<file path="config.mk">
export PLATFORM = sky130hd
export DESIGN_NAME = pwm3_timer
export DESIGN_NICKNAME = d
export VERILOG_FILES = /design/src/rtl/pwm3_pkg.sv /design/src/rtl/pwm3_prescaler.sv /design/src/rtl/pwm3_counter.sv /design/src/rtl/pwm3_bufbank.sv /design/src/rtl/pwm3_cmp.sv /design/src/rtl/pwm3_timer.sv
export SDC_FILE = /design/constraint.sdc
export NUM_CORES = 1
export LEC_CHECK = 0
export ABC_AREA = 1
export BUFFER_PORTS_ARGS = -buffer_cell sky130_fd_sc_hd__buf_2
export CAP_MARGIN = 20
export CORE_MARGIN = 2
export CORE_UTILIZATION = 55
export DETAILED_ROUTE_END_ITERATION = 6
export PLACE_DENSITY = 0.81
export SLEW_MARGIN = 20
export SYNTH_ARGS = -nofsm -noshare
export SYNTH_HDL_FRONTEND = slang
export SYNTH_SLANG_ARGS = --single-unit
</file>
<file path="constraint.sdc">
create_clock -name clk_i -period 3 [get_ports clk_i]
set_clock_uncertainty 0.15 [all_clocks]
set_input_delay 0 -clock clk_i [delete_from_list [all_inputs] [get_ports clk_i]]
set_output_delay 0 -clock clk_i [all_outputs]
set_load 0.01 [all_outputs]
</file>
<file path="src/rtl/pwm3_pkg.sv">
package pwm3_pkg;
  typedef enum logic [1:0] {
    PWM_SYM   = 2'd0,
    PWM_ASYM  = 2'd1,
    PWM_SAW   = 2'd2,
    PWM_SAW_X = 2'd3
  } pwm_mode_e;

  function automatic logic is_saw(input pwm_mode_e m);
    return m[1];
  endfunction
endpackage

</file>
<file path="src/rtl/pwm3_prescaler.sv">
module pwm3_prescaler #(
  parameter int SEL_W     = 3,
  parameter int MAX_SHIFT = 5
) (
  input  logic             clk_i,
  input  logic             rst_ni,
  input  logic             en_i,
  input  logic [SEL_W-1:0] sel_i,
  output logic             tick_o
);
  localparam int CW = (MAX_SHIFT < 1) ? 1 : MAX_SHIFT;

  logic [CW-1:0]    div_q;
  logic [SEL_W-1:0] shift;
  logic [CW-1:0]    lim;

  always_comb begin
    shift = (sel_i > SEL_W'(MAX_SHIFT)) ? SEL_W'(MAX_SHIFT) : sel_i;
    lim   = {CW{1'b1}} >> (SEL_W'(CW) - shift);
  end

  assign tick_o = en_i & (div_q == lim);

  always_ff @(posedge clk_i or negedge rst_ni) begin
    if (!rst_ni)      div_q <= '0;
    else if (!en_i)   div_q <= '0;
    else if (tick_o)  div_q <= '0;
    else              div_q <= div_q + 1'b1;
  end
endmodule

</file>
<file path="src/rtl/pwm3_counter.sv">
module pwm3_counter #(
  parameter int W = 16
) (
  input  logic         clk_i,
  input  logic         rst_ni,
  input  logic         en_i,
  input  logic         tick_i,
  input  logic         saw_i,
  input  logic [W-1:0] prd_i,
  output logic [W-1:0] cnt_o,
  output logic         down_o,
  output logic         peak_o,
  output logic         zero_o
);
  logic [W-1:0] cnt_q, cnt_d;
  logic         dn_q, dn_d;
  logic         saw_hit, tri_peak, tri_zero, ovf;

  assign saw_hit  = saw_i & (cnt_q == prd_i);
  assign ovf      = saw_i & (cnt_q == {W{1'b1}});
  assign tri_peak = ~saw_i & ~dn_q & (cnt_q >= prd_i);
  assign tri_zero = ~saw_i & dn_q & (cnt_q == '0);

  assign peak_o = tick_i & (saw_hit | tri_peak);
  assign zero_o = tick_i & tri_zero;

  always_comb begin
    cnt_d = cnt_q;
    dn_d  = dn_q;
    if (!en_i) begin
      cnt_d = '0;
      dn_d  = 1'b0;
    end else if (tick_i) begin
      if (saw_i) begin
        dn_d  = 1'b0;
        cnt_d = (saw_hit || ovf) ? '0 : cnt_q + 1'b1;
      end else if (!dn_q) begin
        if (tri_peak) begin
          dn_d  = 1'b1;
          cnt_d = (cnt_q == '0) ? '0 : cnt_q - 1'b1;
        end else begin
          cnt_d = cnt_q + 1'b1;
        end
      end else begin
        if (tri_zero) begin
          dn_d  = 1'b0;
          cnt_d = (prd_i == '0) ? '0 : W'(1);
        end else begin
          cnt_d = cnt_q - 1'b1;
        end
      end
    end
  end

  always_ff @(posedge clk_i or negedge rst_ni) begin
    if (!rst_ni) begin
      cnt_q <= '0;
      dn_q  <= 1'b0;
    end else begin
      cnt_q <= cnt_d;
      dn_q  <= dn_d;
    end
  end

  assign cnt_o  = cnt_q;
  assign down_o = dn_q;
endmodule

</file>
<file path="src/rtl/pwm3_bufbank.sv">
module pwm3_bufbank #(
  parameter int W    = 16,
  parameter int NREG = 6,
  parameter int IW   = 3
) (
  input  logic            clk_i,
  input  logic            rst_ni,
  input  logic            en_i,
  input  logic            wr_en_i,
  input  logic [IW-1:0]   wr_idx_i,
  input  logic [W-1:0]    wr_data_i,
  input  logic            xfer_prd_i,
  input  logic            xfer_cmp_i,
  output logic [NREG*W-1:0] act_o
);
  for (genvar k = 0; k < NREG; k++) begin : g_reg
    logic [W-1:0] buf_q, act_q;
    logic         sel, xfer;

    assign sel  = wr_en_i & (wr_idx_i == IW'(k));
    // slot 0 holds the period; the rest are duty compares
    if (k == 0) begin : g_prd
      assign xfer = xfer_prd_i;
    end else begin : g_cmp
      assign xfer = xfer_cmp_i;
    end

    always_ff @(posedge clk_i or negedge rst_ni) begin
      if (!rst_ni) begin
        buf_q <= '0;
        act_q <= '0;
      end else begin
        if (sel) buf_q <= wr_data_i;
        if (!en_i) begin
          if (sel) act_q <= wr_data_i;
        end else if (xfer) begin
          act_q <= buf_q;
        end
      end
    end

    assign act_o[k*W +: W] = act_q;
  end
endmodule

</file>
<file path="src/rtl/pwm3_cmp.sv">
module pwm3_cmp #(
  parameter int W = 16,
  parameter int N = 5
) (
  input  logic           tick_i,
  input  logic [W-1:0]   cnt_i,
  input  logic [N*W-1:0] act_i,
  output logic [N-1:0]   evt_o
);
  for (genvar k = 0; k < N; k++) begin : g_m
    assign evt_o[k] = tick_i & (cnt_i == act_i[k*W +: W]);
  end
endmodule

</file>
<file path="src/rtl/pwm3_timer.sv">
module pwm3_timer
  import pwm3_pkg::*;
#(
  parameter int CNT_W         = 16,
  parameter int NUM_CMP       = 5,
  parameter int PSC_SEL_W     = 3,
  parameter int PSC_MAX_SHIFT = 5
) (
  input  logic                          clk_i,
  input  logic                          rst_ni,
  input  logic                          en_i,
  input  logic [1:0]                    mode_i,
  input  logic [PSC_SEL_W-1:0]          psc_sel_i,
  input  logic                          wr_en_i,
  input  logic [$clog2(NUM_CMP+1)-1:0]  wr_idx_i,
  input  logic [CNT_W-1:0]              wr_data_i,
  input  logic                          prd_mask_i,
  input  logic                          udf_mask_i,
  output logic [CNT_W-1:0]              cnt_o,
  output logic                          dir_down_o,
  output logic                          prd_evt_o,
  output logic                          udf_evt_o,
  output logic [NUM_CMP-1:0]            cmp_evt_o,
  output logic [CNT_W-1:0]              prd_act_o,
  output logic [NUM_CMP*CNT_W-1:0]      cmp_act_o
);
  localparam int NREG = NUM_CMP + 1;
  localparam int IW   = $clog2(NREG);

  pwm_mode_e          mode;
  logic               saw, asym, tick, peak, zero;
  logic               xfer_prd, xfer_cmp;
  logic [NREG*CNT_W-1:0] act;

  assign mode = pwm_mode_e'(mode_i);
  assign saw  = is_saw(mode);
  assign asym = (mode == PWM_ASYM);

  pwm3_prescaler #(.SEL_W(PSC_SEL_W), .MAX_SHIFT(PSC_MAX_SHIFT)) u_psc (
    .clk_i, .rst_ni, .en_i, .sel_i(psc_sel_i), .tick_o(tick)
  );

  pwm3_counter #(.W(CNT_W)) u_cnt (
    .clk_i, .rst_ni, .en_i, .tick_i(tick), .saw_i(saw),
    .prd_i(act[0 +: CNT_W]), .cnt_o, .down_o(dir_down_o),
    .peak_o(peak), .zero_o(zero)
  );

  // transfer points per mode
  assign xfer_prd = saw ? peak : zero;
  assign xfer_cmp = saw ? peak : (zero | (asym & peak));

  pwm3_bufbank #(.W(CNT_W), .NREG(NREG), .IW(IW)) u_buf (
    .clk_i, .rst_ni, .en_i, .wr_en_i, .wr_idx_i, .wr_data_i,
    .xfer_prd_i(xfer_prd), .xfer_cmp_i(xfer_cmp), .act_o(act)
  );

  pwm3_cmp #(.W(CNT_W), .N(NUM_CMP)) u_cmp (
    .tick_i(tick), .cnt_i(cnt_o), .act_i(act[CNT_W +: NUM_CMP*CNT_W]),
    .evt_o(cmp_evt_o)
  );

  assign prd_evt_o = peak & ~prd_mask_i;
  assign udf_evt_o = zero & ~udf_mask_i;
  assign prd_act_o = act[0 +: CNT_W];
  assign cmp_act_o = act[CNT_W +: NUM_CMP*CNT_W];
endmodule

</file>
[Word-level counts from Yosys, hierarchy flattened]
Cells that the tools add are included.
Word-level totals
  flip-flop bits (word level): 214
  bits of input ports: 30
  output and inout bits: 120
  word-level logic and storage cells: 122
Operators by class
  add/sub/neg operators: 4
  $lt $le $gt $ge: 2
  eq/ne operators: 17
  shift operators: 1
  multiplexer cells: 38
  bitwise logic cells: 29
  reduce and logical (&&, ||, !) cells: 16
Operator list (count)
  16-bit 2-to-1 mux: 26
  16-bit == test: 6
  16-bit zero test: 2
  1-bit AND: 23
  16-bit by 1-bit adder with 16-bit output (second input constant): 1
  16-bit == test (second input constant): 1
  16-bit greater-or-equal comparator: 1
  16-bit by 1-bit subtractor with 16-bit output (second input constant): 1
  2-bit AND reduction: 6
  2-bit nonzero test: 6
  5-bit 2-to-1 mux: 2
  1-bit 2-to-1 mux: 9
  3-bit by 2-bit == test with 1-bit output (second input constant): 2
  3-bit == test (second input constant): 2
  2-bit by 1-bit inequality test with 1-bit output (second input constant): 3
  5-bit by 1-bit adder with 5-bit output (second input constant): 1
  5-bit == test: 1
  5-bit by 3-bit >> shifter with 5-bit output (first input constant): 1
  1-bit inverter: 4
  3-bit by 1-bit == test with 1-bit output (second input constant): 1
  3-bit greater-than comparator (second input constant): 1
  3-bit zero test: 1
  3-bit 2-to-1 mux: 1
  3-bit subtractor (first input constant): 1
  other kinds (3): 4

[Logic depth before layout (Yosys ltp)]
Gate-level depths: netlist of run 1.
  depth after elaboration: 12
  mapped depth: 20

[Cells and area by module]
Synthesis of run 1 repeated with hierarchy kept, for this count alone.
Second synthesis, totals
  cells, all modules: 1763
  area total of the unflattened synthesis: 12311.8 µm²
By module, submodules not included
  pwm3_bufbank: times used 1, cells an instance 981, area each 8166.6 µm², sequential area each 4804.6 µm²
  pwm3_counter: times used 1, cells an instance 420, area each 2421.1 µm², sequential area each 425.4 µm²
  pwm3_cmp: times used 1, cells an instance 295, area each 1288.7 µm², sequential area each 0.0 µm²
  pwm3_prescaler: times used 1, cells an instance 57, area each 396.6 µm², sequential area each 125.1 µm²
  pwm3_timer: times used 1, cells an instance 10, area each 38.8 µm², sequential area each 0.0 µm²

[Worst setup path before layout of run 1]
OpenSTA, ideal clock, no wires.
  kind: reg2reg
  start point: reg u_cnt.cnt_q[0] (netlist: u_cnt.cnt_o[0])
  end point: reg u_buf.g_reg[1].act_q[0]
  arrival: 2230 ps
  required time: 2730 ps
  setup slack: 499 ps
  stages on the path, launching flop included: 18
  path buffers: 2
  period minus slack after synthesis: 2501 ps
  cells stage by stage: dfrtp_1 buf_2 inv_1 ha_1 nand2_1 nor2_1 nand2_1 o21ai_1 nor2_1 nand2_1 nand2_2 nand2_2 nand3_4 nand2_4 nor2_8 buf_6 nand3_1 nand2_1
On the way
  word-level cells in the longest chain between the ends: 9
  elaborated cells on any way between the ends: 14
  those cells by class: 1 x order compare; 2 x eq/ne; 1 x mux; 8 x bitwise; 2 x reduce/logical
RTL lines
  start: declaration: RTL line pwm3_counter.sv:15  | logic [W-1:0] cnt_q, cnt_d;
  start signal: assignment: RTL line pwm3_counter.sv:60  | cnt_q <= cnt_d;
  16-bit greater-or-equal comparator or 16-bit == test (tied branches): RTL line pwm3_counter.sv:21, pwm3_counter.sv:19
  1-bit AND, on equally long branches: RTL line pwm3_counter.sv:21, pwm3_counter.sv:19
  1-bit OR: RTL line pwm3_counter.sv:24  | assign peak_o = tick_i & (saw_hit | tri_peak);
  1-bit AND: RTL line pwm3_counter.sv:24
  1-bit AND: RTL line pwm3_timer.sv:51  | assign xfer_cmp = saw ? peak : (zero | (asym & peak));
  1-bit OR: RTL line pwm3_timer.sv:51
  1-bit 2-to-1 mux (*): RTL line pwm3_timer.sv:51
  2-bit by 1-bit inequality test with 1-bit output (no source line) (*)
  2-bit AND reduction (no source line) (*)
  end signal: assignment: RTL line pwm3_bufbank.sv:35  | if (sel) act_q <= wr_data_i;
  end signal: assignment: RTL line pwm3_bufbank.sv:37  | act_q <= buf_q;
  end: declaration: RTL line pwm3_bufbank.sv:17  | logic [W-1:0] buf_q, act_q;
Mark *: on every way between the ends. The rest lies on a longest branch, timed or not.
A chain may end at the register's enable or synchronous reset.

[Worst setup path in the final report of run 1]
  start point: reg u_cnt.cnt_q[1] (netlist: u_cnt.cnt_o[1])
  end point: out udf_evt_o
On the way
  word-level cells in the longest chain between the ends: 4
RTL lines
  16-bit zero test: RTL line pwm3_counter.sv:22  | assign tri_zero = ~saw_i & dn_q & (cnt_q == '0);
  1-bit AND: RTL line pwm3_counter.sv:22
  1-bit AND: RTL line pwm3_counter.sv:25  | assign zero_o = tick_i & tri_zero;
  1-bit AND: RTL line pwm3_timer.sv:64  | assign udf_evt_o = zero & ~udf_mask_i;
  end: declaration: RTL line pwm3_timer.sv:22  | output logic udf_evt_o,
Every way passes these cells.

==> results of run 1 <==
==> final timing paths <==
check | start | end | slack, ns | cells after the start
min reg2reg | u_buf.g_reg[5].buf_q[10]$_DFFE_PN0P_ | u_buf.g_reg[5].buf_q[10]$_DFFE_PN0P_ | 0.34 | 2
min | prd_mask_i | prd_evt_o | 0.08 | 3
max | u_cnt.cnt_o[1]$_DFFE_PN0P_ | udf_evt_o | 0.14 | 10
min in group asynchronous | rst_ni | u_psc.div_q[2]$_DFF_PN0_ | 0.52 | 4
max reg2reg | u_cnt.cnt_o[1]$_DFFE_PN0P_ | u_buf.g_reg[2].act_q[9]$_DFFE_PN0P_ | 0.18 | 13
max in group asynchronous | rst_ni | u_buf.g_reg[2].act_q[11]$_DFFE_PN0P_ | 1.79 | 4
==> flip-flops by register name, indices dropped and copies added (netlist names) <==
| name | count |
|---|---|
| u_cnt.cnt_o | 16 |
| u_buf.g.buf_q | 96 |
| u_cnt.down_o | 1 |
| u_psc.div_q | 5 |
| u_buf.g.act_q | 96 |
==> layer usage <==
layer | up-vias | track usage (%)
met1 | 5201 | 41.3
met4 | 0 | 16.3
met5 | - | 0
met3 | 142 | 6.33
met2 | 630 | 53.7
li1 | 5077 | -
==> where the power goes <==
part | switching [mW] | total [mW] | internal (mW) | leakage, nW
combinational | 1.29 | 2.11 | 0.820 | 4.63
sequential | 0.502 | 3.93 | 3.43 | 2.75
clock | 1.13 | 2.76 | 1.63 | 0.352
total | 2.92 | 8.80 | 5.88 | 7.73
==> synth_stat cells, types with 2 or more instances <==
cell type,instances
a21o_1,3
a21oi_1,12
buf_1,6
buf_2,7
buf_4,7
buf_6,12
clkbuf_1,42
dfrtp_1,214
ha_1,21
inv_1,81
inv_2,2
nand2_1,598
nand2_2,2
nand2_4,2
nand3_1,121
nand3_4,2
nand4_1,13
nand4_2,2
nand4_4,3
nor2_1,54
nor3_1,13
nor4_1,18
o21ai_0,139
o21ai_1,3
or2_2,4
xnor2_1,13
xor2_1,86
==> layout make-up <==
type / count / area [sq um]
multi-input cells: 1119 / 5520
inverters: 85 / 322
clock inverters: 6 / 80.1
well taps: 275 / 344
fillers: 1774 / 7280
repair buffers: 203 / 1280
clock buffers: 34 / 637
flip-flops and latches: 214 / 5360
==> layout by cell type, fill, tap and decap left out, types with 3 or more instances in the layout <==
master,n
buf_2,148
nand2_2,3
clkinv_2,4
or2_2,4
o21ai_1,3
xor2_1,86
nand4_4,3
buf_12,4
clkbuf_16,23
nand3_1,121
dfrtp_1,214
nor3_1,13
nor4_1,17
a21o_1,3
o21ai_0,139
inv_1,81
clkbuf_1,9
dlygate4sd3_1,19
clkbuf_8,3
buf_4,29
nand2_1,597
nor2_1,54
nand4_1,13
xnor2_1,13
ha_1,21
a21oi_1,12
==> per-stage QoR <==
step	area, sq um	total power [mW]	hold slack (ns)	utilization (%)	worst slack, ns
after floorplan	11600	5.08	-0.446	-	0.499
after global placement	12600	5.92	-0.115	60.4	0.245
after detailed placement	12600	6.00	-0.106	60.4	0.188
after CTS	13500	8.77	0.0636	64.9	0.0834
after global routing	13500	9.24	0.0911	65.0	0.0120
final	13500	8.80	0.0791	65.0	0.139
==> timing repair <==
item | 4_1_cts | 5_1_grt
endpoints found under the hold margin | 413 | 0
resized for setup | 0 | 1
endpoints found under the setup margin | 0 | 68
hold buffers | 20 | 0
==> tightest hold or removal path: cells and delay by family <==
family,cells,cell delay [ns]
buffers and inverters,2,0.19
AND/OR/NAND/NOR,1,0.03
==> cell families after synthesis <==
logic type | count (synthesis) | synth area share [%]
compound gates | 161 | 7.09
flops | 214 | 46.2
xor+xnor | 99 | 7.48
fa+ha+maj | 21 | 2.27
simple gates | 838 | 30.7
buf+inv | 159 | 6.25
==> key figures, run 1 <==
STA
  • Maximum clock rate: 350 MHz
  • Period utilisation layout: 95.4%
  • Worst-Margin Slew: 1.09 ns
  • Final setup vio count: 0
  • Relative slew slack: 27.0%
  • Unrepaired setup endpoints after global routing: false
  • Final Hold Fails: 0
  • Setup TNS: 0 ns
  • Crit path time final: 2.86 ns
  • Slew Viols, Final: 0

Place
  • Post-placement cell count: 1,875
  • Final Wtd Congestion: 0.996
  • I/O Buffers: 149
  • DP HPWL: 25.5 mm

Yosys
  • Avg Synthesized Cell Area: 7.77 sq um
  • Yosys cell types: 39
  • Net Count, Synth: 1,543
  • Number of synthesized register bits: 214
  • Post-Synthesis Cells: 1,492
  • Sequential share of the synthesized area: 46.2%
  • Dominant synthesized flop cell: dfrtp_1
  • Yosys top cell by area: dfrtp_1
  • Post-synth EDFFs: 0
  • Post-synth top area share: 46.2%
  • Ys async rst share: 100%
  • YS warnings: 0
  • Main area contributors after synthesis: dfrtp_1, nand2_1, xor2_1
  • Mapped cell area: 11,600 sq um

Setup path
  • Crit path max-delay family: simple AND/OR/NAND/NOR gates
  • Worst Setup Path Type: reg2out
  • CP max FO: 10
  • Crit-path max cell delay: 0.38 ns
  • Slowest CP cell: dfrtp_1
  • Worst Path Buf+Inv: 3
  • WP data required: 2.85 ns
  • Crit path arrival time: 2.71 ns
  • Critical Path End Type: output port
  • Cell Chain, Critical Path: buf_4, inv_1, ha_1, nand2_1, nor4_2, nand3_1, nor2_2, nand2_4, nor2_1, buf_2
  • Kind of start point of the critical path: flip-flop

GRT
  • Maximum number of pins on one net before global-route repair: 98
  • Total GRT Usage: 32.6%
  • Initial antenna violation count: 0
  • First-pass GRT wire length: 55.8 mm
  • Vias in the first global route: 10.3k
  • Grt ovf: 0

Detailed routing
  • Top Metal Used: met4
  • Routed len/inst: 18.8 microns
  • Routed vias: 11.1k
  • Final ANT Viol Nets: 0
  • Routed Wire Length: 36.3 mm
  • DR iter-0 viols: 1,104
  • # DRC: 0
  • DRT Pass-1 Iters: 6
  • Metal3 WL: 3.61 mm
  • Vias per cell: 5.71
  • Routed wl met2: 17.1 mm
  • Met1 Wirelength: 13.6 mm

Layout
  • Share of cells above drive strength 1: 14.4%
  • Ant diodes: 0
  • Synthesis-to-finish area growth: 16.8%
  • Layout Cells excl Fill: 1,936
  • Final #Nets: 1,696

Floorplanning
  • Starting Density: 55.6%
  • Top Ports: 150
  • Die ar.: 22,200 sq um
  • Die X: 149 microns
  • Die Span Y: 149 microns
  • Row count: 53
  • Core ar.: 20,800 sq um

Run status
  • Status: finished clean

Clock tree
  • Root Buffer: clkbuf_16
  • Post-CTS Setup Inserts: 0
  • Bufs on Longest Clock Path: 3
  • H-tree depth: 1
  • CTS clk-pin slew, worst paths: 0.06 ns
  • Number of buffers created by CTS: 22
  • TritonCTS clock tree: done
  • Worst-Skew Late Latency: 0.51 ns
  • Clock sink count: 214

Power and ir drop
  • Leak: 7.73 nW
  • Pwr Density: 650 nW/um^2
  • VDD IR max: 0.000379 V

Hold path
  • Worst hold path type: in2out

Flow run
  • Max Cap Viol: 0
Power figures use the tool's default switching activity.
==> run 2, diff against run 1 <==
CELL_PAD_IN_SITES_DETAIL_PLACEMENT = 1   (was unset)
CELL_PAD_IN_SITES_GLOBAL_PLACEMENT = 1   (was unset)
CORE_UTILIZATION = 43   (was 55)
PLACE_DENSITY = unset   (was 0.81)
PLACE_DENSITY_LB_ADDON = 0.15   (was unset)
==> run 2 against run 1 <==
Wire length grew 18%. Cell count grew 4.0%. Sequential share of layout area shrank 0.89 points. Core utilization shrank 13 points. Largest power group unchanged. Sequential power is essentially flat.
==> key figures, run 2 (synthesis gave the netlist of run 1 again) <==
Setup path
  • Setup slack, reg-to-reg: 0.15 ns
  • Beginning of the critical path: u_cnt.cnt_o[1]$_DFFE_PN0P_
  • Crit path arrival time: 2.75 ns
  • Worst Setup Path Type: reg2out
  • Kind of start point of the critical path: flip-flop
  • WP data required: 2.85 ns
  • Reg2reg path depth: 16
  • CP max FO: 9
  • Worst r2r src: u_buf.g_reg[0].act_q[14]$_DFFE_PN0P_
  • Critical Path End Type: output port
  • FF-to-FF End: u_buf.g_reg[4].act_q[10]$_DFFE_PN0P_

Clock tree
  • Post-CTS Setup Inserts: 0
  • Clock sink count: 214
  • Worst-Skew Late Latency: 0.53 ns
  • Bufs on Longest Clock Path: 3
  • H-tree depth: 1
  • Root Buffer: clkbuf_16
  • TritonCTS clock tree: done
  • Number of buffers created by CTS: 25
  • CTS clk-pin slew, worst paths: 0.06 ns

STA
  • Relative slew slack: 29.3%
  • Maximum clock rate: 345 MHz
  • Unrepaired setup endpoints after global routing: true
  • Slew Viols, Final: 0
  • Worst hold slack: 0.0344 ns
  • Final setup vio count: 0
  • Worst-Margin Slew: 1.05 ns
  • Final Hold Fails: 0
  • Setup TNS: 0 ns
  • Crit path time final: 2.90 ns
  • Period utilisation layout: 96.6%

GRT
  • Maximum number of pins on one net before global-route repair: 98
  • Vias in the first global route: 11.0k
  • Grt ovf: 0
  • Total GRT Usage: 30.2%
  • Initial antenna violation count: 0
  • First-pass GRT wire length: 65.5 mm

Layout
  • Most frequent cells in the layout: nand2_1, dfrtp_1, buf_2
  • Commonest non-fill, non-tap cell in the layout: nand2_1
  • Share of cells above drive strength 1: 15.4%
  • Fillers: 3,337
  • Final #Nets: 1,709
  • Ant diodes: 0
  • Fin area: 13,900 sq um
  • Synthesis-to-finish area growth: 19.5%

Detailed routing
  • Routed len/inst: 21.2 microns
  • Routed vias: 10.9k
  • # DRC: 0
  • DRT Pass-1 Iters: 5
  • Final ANT Viol Nets: 0
  • Routed Wire Length: 42.8 mm
  • Vias per cell: 5.42
  • DR iter-0 viols: 812

Power and ir drop
  • Switch share: 33.4%
  • Sequential share of power: 42.2%
  • Clk network pwr share: 34.3%
  • Int Pwr: 6.21 mW
  • VDD IR max: 0.000331 V
  • Leak: 7.84 nW
  • Switching Power: 3.11 mW
  • Combinational power share: 23.5%
  • Pwr Density: 673 nW/um^2
  • Tot Pwr: 9.33 mW

Flow run
  • Max Cap Viol: 0

Floorplanning
  • Die ar.: 28,300 sq um
  • Row count: 60
  • Core ar.: 26,700 sq um
  • Die Span Y: 168 microns
  • Top Ports: 150
  • Starting Density: 43.4%
  • Die X: 168 microns

Place
  • Post-place instance area: 12,700 sq um
  • DP HPWL: 30.4 mm
  • Final Wtd Congestion: 0.903
  • I/O Buffers: 149

Hold path
  • Min-delay src: en_i
  • Worst hold path type: in2reg
  • Hold depth: 6
  • Hold EP: u_buf.g_reg[5].act_q[4]$_DFFE_PN0P_

Run status
  • Status: finished clean
-- run 2: worst max-delay path, stage by stage (launching register included) --
cell and delay, ns:
dfrtp_1 0.46, inv_1 0.18, ha_1 0.23, nand2_1 0.07, nor4_1 0.29, nand3_1 0.26, nor2_2 0.27, nand2_4 0.20
nor2_1 0.12, buf_2 0.13
-- run 2: stage by stage --
stage	worst slack [ns]	utilization, %	std cells
6_report	0.101	51.8	2014
3_3_place_gp	-0.0140	47.6	1949
5_1_grt	-0.0338	51.8	2014
2_1_floorplan	0.499	-	1492
4_1_cts	0.0643	51.7	2013
3_5_place_dp	-0.102	47.6	1949
-- run 2: layout make-up --
class                   instances  area (sq um)  share of cell area (%)
well taps                     341           427                    3.08
flip-flops and latches        214          5360                    38.7
repair buffers                211          1360                    9.80
inverters                      85           322                    2.32
multi-input cells            1121          5540                    40.0
clock inverters                 9           126                   0.912
clock buffers                  33           726                    5.24
-- run 2: how the worst max path moves through the flow --
stage | end | slack [ns] | cells past startpoint
4_1_cts | u_buf.g_reg[3].act_q[15]$_DFFE_PN0P_ | 0.06 | 16
3_5_place_dp | u_buf.g_reg[4].act_q[14]$_DFFE_PN0P_ | -0.10 | 16
6_report | udf_evt_o | 0.10 | 9
2_1_floorplan | u_buf.g_reg[1].act_q[0]$_DFFE_PN0P_ | 0.50 | 17
5_1_grt | u_buf.g_reg[3].act_q[15]$_DFFE_PN0P_ | -0.03 | 16
3_3_place_gp | u_buf.g_reg[5].act_q[5]$_DFFE_PN0P_ | -0.01 | 15
-- run 2: repair_timing --
| item | 4_1_cts | 5_1_grt |
|---|---|---|
| resized for setup | 1 | 1 |
| hold buffers | 20 | 0 |
| cloned | 2 | 0 |
| hold endpoints to repair | 326 | 0 |
| endpoints found under the setup margin | 80 | 21 |
| pin swaps | 2 | 1 |
-- run 2: per-layer routing --
| layer | GRT usage, % | up-vias | routed length [microns] |
|---|---|---|---|
| met1 | 42.0 | 5441 | 19100 |
| met4 | 9.97 | 0 | 1380 |
| li1 | - | 5100 | - |
| met2 | 48.6 | 308 | 19800 |
| met5 | 0 | - | 0 |
| met3 | 4.58 | 75 | 2470 |
-- run 2: power groups by stage --
stage	Clock, mW	Sequential, mW	Combinational, mW
finish	3.20	3.94	2.19
global route	3.35	3.99	2.44
CTS	3.23	3.93	2.19
detailed placement	0	3.97	2.15
global placement	0	3.96	2.06
floorplan	0	3.96	1.12
==> run 3, diff against run 2 <==
PLACE_DENSITY = 0.78   (was unset)
PLACE_DENSITY_LB_ADDON = unset   (was 0.15)
==> run 3 against run 2 <==
Flip-flop and latch count stayed put. Non-clock buffer count fell by 3. First-iteration DRC count up 4.9%. The run now ends with hold timing left. Power hardly changed. Clock-buffer cell count is 7 higher. Fmax down 2.9%. Cell count barely moved. Sequential share of layout area increased by 0.056 points. Hold slack got worse by 0.053 ns. Die area stayed put.
==> key figures, run 3 (synthesis gave the netlist of run 1 again) <==
Run status
  • Status: finished with violations
  • Failing checks: hold timing

STA
  • Crit path time final: 2.98 ns
  • Final Hold Fails: 16
  • Slew Viols, Final: 0
  • Maximum clock rate: 335 MHz
  • Relative slew slack: 32.5%
  • Unrepaired setup endpoints after global routing: true
  • Final setup vio count: 0
  • Worst-Margin Slew: 1.01 ns
  • Worst hold slack: -0.0183 ns
  • Period utilisation layout: 99.5%

Setup path
  • Worst r2r src: u_cnt.cnt_o[15]$_DFFE_PN0P_
  • Worst Setup Path Type: reg2reg
  • FF-to-FF End: u_buf.g_reg[1].act_q[5]$_DFFE_PN0P_
  • Critical Path End Type: flip-flop
  • Beginning of the critical path: u_cnt.cnt_o[15]$_DFFE_PN0P_
  • Kind of start point of the critical path: flip-flop
  • Setup slack, reg-to-reg: 0.02 ns
  • Crit path capture: u_buf.g_reg[1].act_q[5]$_DFFE_PN0P_
  • WP data required: 3.32 ns
  • CP max FO: 20
  • Crit path arrival time: 3.30 ns
  • Reg2reg path depth: 14

Place
  • I/O Buffers: 149
  • Post-placement cell count: 1,948
  • Final Wtd Congestion: 0.940
  • DP HPWL: 30.4 mm

Power and ir drop
  • VDD IR max: 0.000328 V
  • Pwr Density: 675 nW/um^2
  • Leak: 7.82 nW

GRT
  • Initial antenna violation count: 0
  • First-pass GRT wire length: 65.8 mm
  • Total GRT Usage: 30.1%
  • Maximum number of pins on one net before global-route repair: 98
  • Grt ovf: 0
  • Vias in the first global route: 11.3k

Floorplanning
  • Top Ports: 150
  • Row count: 60
  • Starting Density: 43.4%
  • Die ar.: 28,300 sq um
  • Die X: 168 microns
  • Die Span Y: 168 microns
  • Core ar.: 26,700 sq um

Layout
  • Layout Cells excl Fill: 2,015
  • Final #Nets: 1,708
  • Fillers: 3,342
  • Most frequent cells in the layout: nand2_1, dfrtp_1, buf_2
  • Final core occ: 51.8%
  • Synthesis-to-finish area growth: 19.4%
  • Share of cells above drive strength 1: 15.3%
  • Commonest non-fill, non-tap cell in the layout: nand2_1
  • Ant diodes: 0

Detailed routing
  • Routed Wire Length: 42.6 mm
  • DR iter-0 viols: 852
  • Routed vias: 10.9k
  • Vias per cell: 5.42
  • # DRC: 0
  • Final ANT Viol Nets: 0
  • DRT Pass-1 Iters: 5
  • Routed len/inst: 21.1 microns

Clock tree
  • Number of buffers created by CTS: 26
  • Root Buffer: clkbuf_16
  • Worst-Skew Late Latency: 0.53 ns
  • Bufs on Longest Clock Path: 3
  • Clock sink count: 214
  • CTS clk-pin slew, worst paths: 0.06 ns
  • H-tree depth: 1
  • Post-CTS Setup Inserts: 0
  • TritonCTS clock tree: done

Hold path
  • Worst hold path type: in2async

Flow run
  • Max Cap Viol: 0
run 3: cell types whose count changed in the layout (fill, tap and decap cells not counted), moves of 2 or more:
cell,previous run,this run
clkbuf_1,1,7
nand2_2,2,4
clkbuf_16,25,27
nand2_1,598,596
nor2_4,3,5
buf_16,2,0
clkinv_2,4,2
run 3: cell type report:
type / instances / area, sq um / share of cell area [%]
clock buffers: 40 / 785 / 5.67
clock inverters: 5 / 77.6 / 0.561
inverters: 85 / 322 / 2.32
multi-input cells: 1122 / 5580 / 40.4
flip-flops and latches: 214 / 5360 / 38.7
well taps: 341 / 427 / 3.08
repair buffers: 208 / 1280 / 9.27
run 3: per-stage QoR:
| stage | hold WS [ns] | TNS [ns] | cell area [sq um] | total power, mW | worst slack (ns) |
|---|---|---|---|---|---|
| 6_report | -0.0183 | 0 | 13800 | 9.33 | 0.0158 |
| 3_5_place_dp | 0.00114 | -10.78 | 12700 | 6.12 | -0.204 |
| 3_3_place_gp | -0.00423 | -0.0397 | 12700 | 6.01 | -0.0174 |
| 5_1_grt | 0.0381 | -1.62 | 13800 | 9.79 | -0.0737 |
| 4_1_cts | 0.00533 | 0 | 13800 | 9.36 | 0.0556 |
| 2_1_floorplan | -0.446 | 0 | 11600 | 5.08 | 0.499 |
run 3: worst min path at each step:
stage	startpoint	to	slack, ns	depth (start not counted)
after floorplan	rst_ni	u_buf.g_reg[0].act_q[0]$_DFFE_PN0P_	-0.45	0
after global placement	rst_ni	u_psc.div_q[2]$_DFF_PN0_	-0.004	1
after detailed placement	rst_ni	u_psc.div_q[2]$_DFF_PN0_	0.001	1
after CTS	rst_ni	u_psc.div_q[2]$_DFF_PN0_	0.005	2
after global routing	rst_ni	u_psc.div_q[2]$_DFF_PN0_	0.04	2
final	rst_ni	u_psc.div_q[2]$_DFF_PN0_	-0.02	2
run 3: where the power goes:
group / internal (mW) / switching, mW
Clock: 1.95 / 1.25
Combinational: 0.832 / 1.36
Sequential: 3.43 / 0.508
run 3: worst max-delay path, cell delays in order (launching register included):
cell     delay (ns)
dfrtp_1        0.41
ha_1           0.32
a21o_1         0.18
nor2_1         0.12
buf_4          0.13
o21ai_1        0.07
nor2_2         0.15
nand2_1        0.12
nand2_2        0.10
nand2_2        0.10
nand3_4        0.09
inv_2          0.12
nor2_4         0.58
nand3_1        0.19
nand2_1        0.10
run 3: repair_timing:
item	in CTS	in global routing
pin swaps	2	1
cloned	2	1
hold buffers	19	0
hold endpoints to repair	331	0
resized for setup	4	3
endpoints found under the setup margin	80	63
run 3: metal layers:
metal  part of all wire (%)  wire length [microns]  vias up  global-route usage (%)
met3                    4.8                   2060       69                    2.99
met4                    3.4                   1460        0                    9.63
li1                       -                      -     5099                       -
met2                     48                  20300      313                    50.6
met5                      0                      0        -                       0
met1                     44                  18700     5442                    41.1
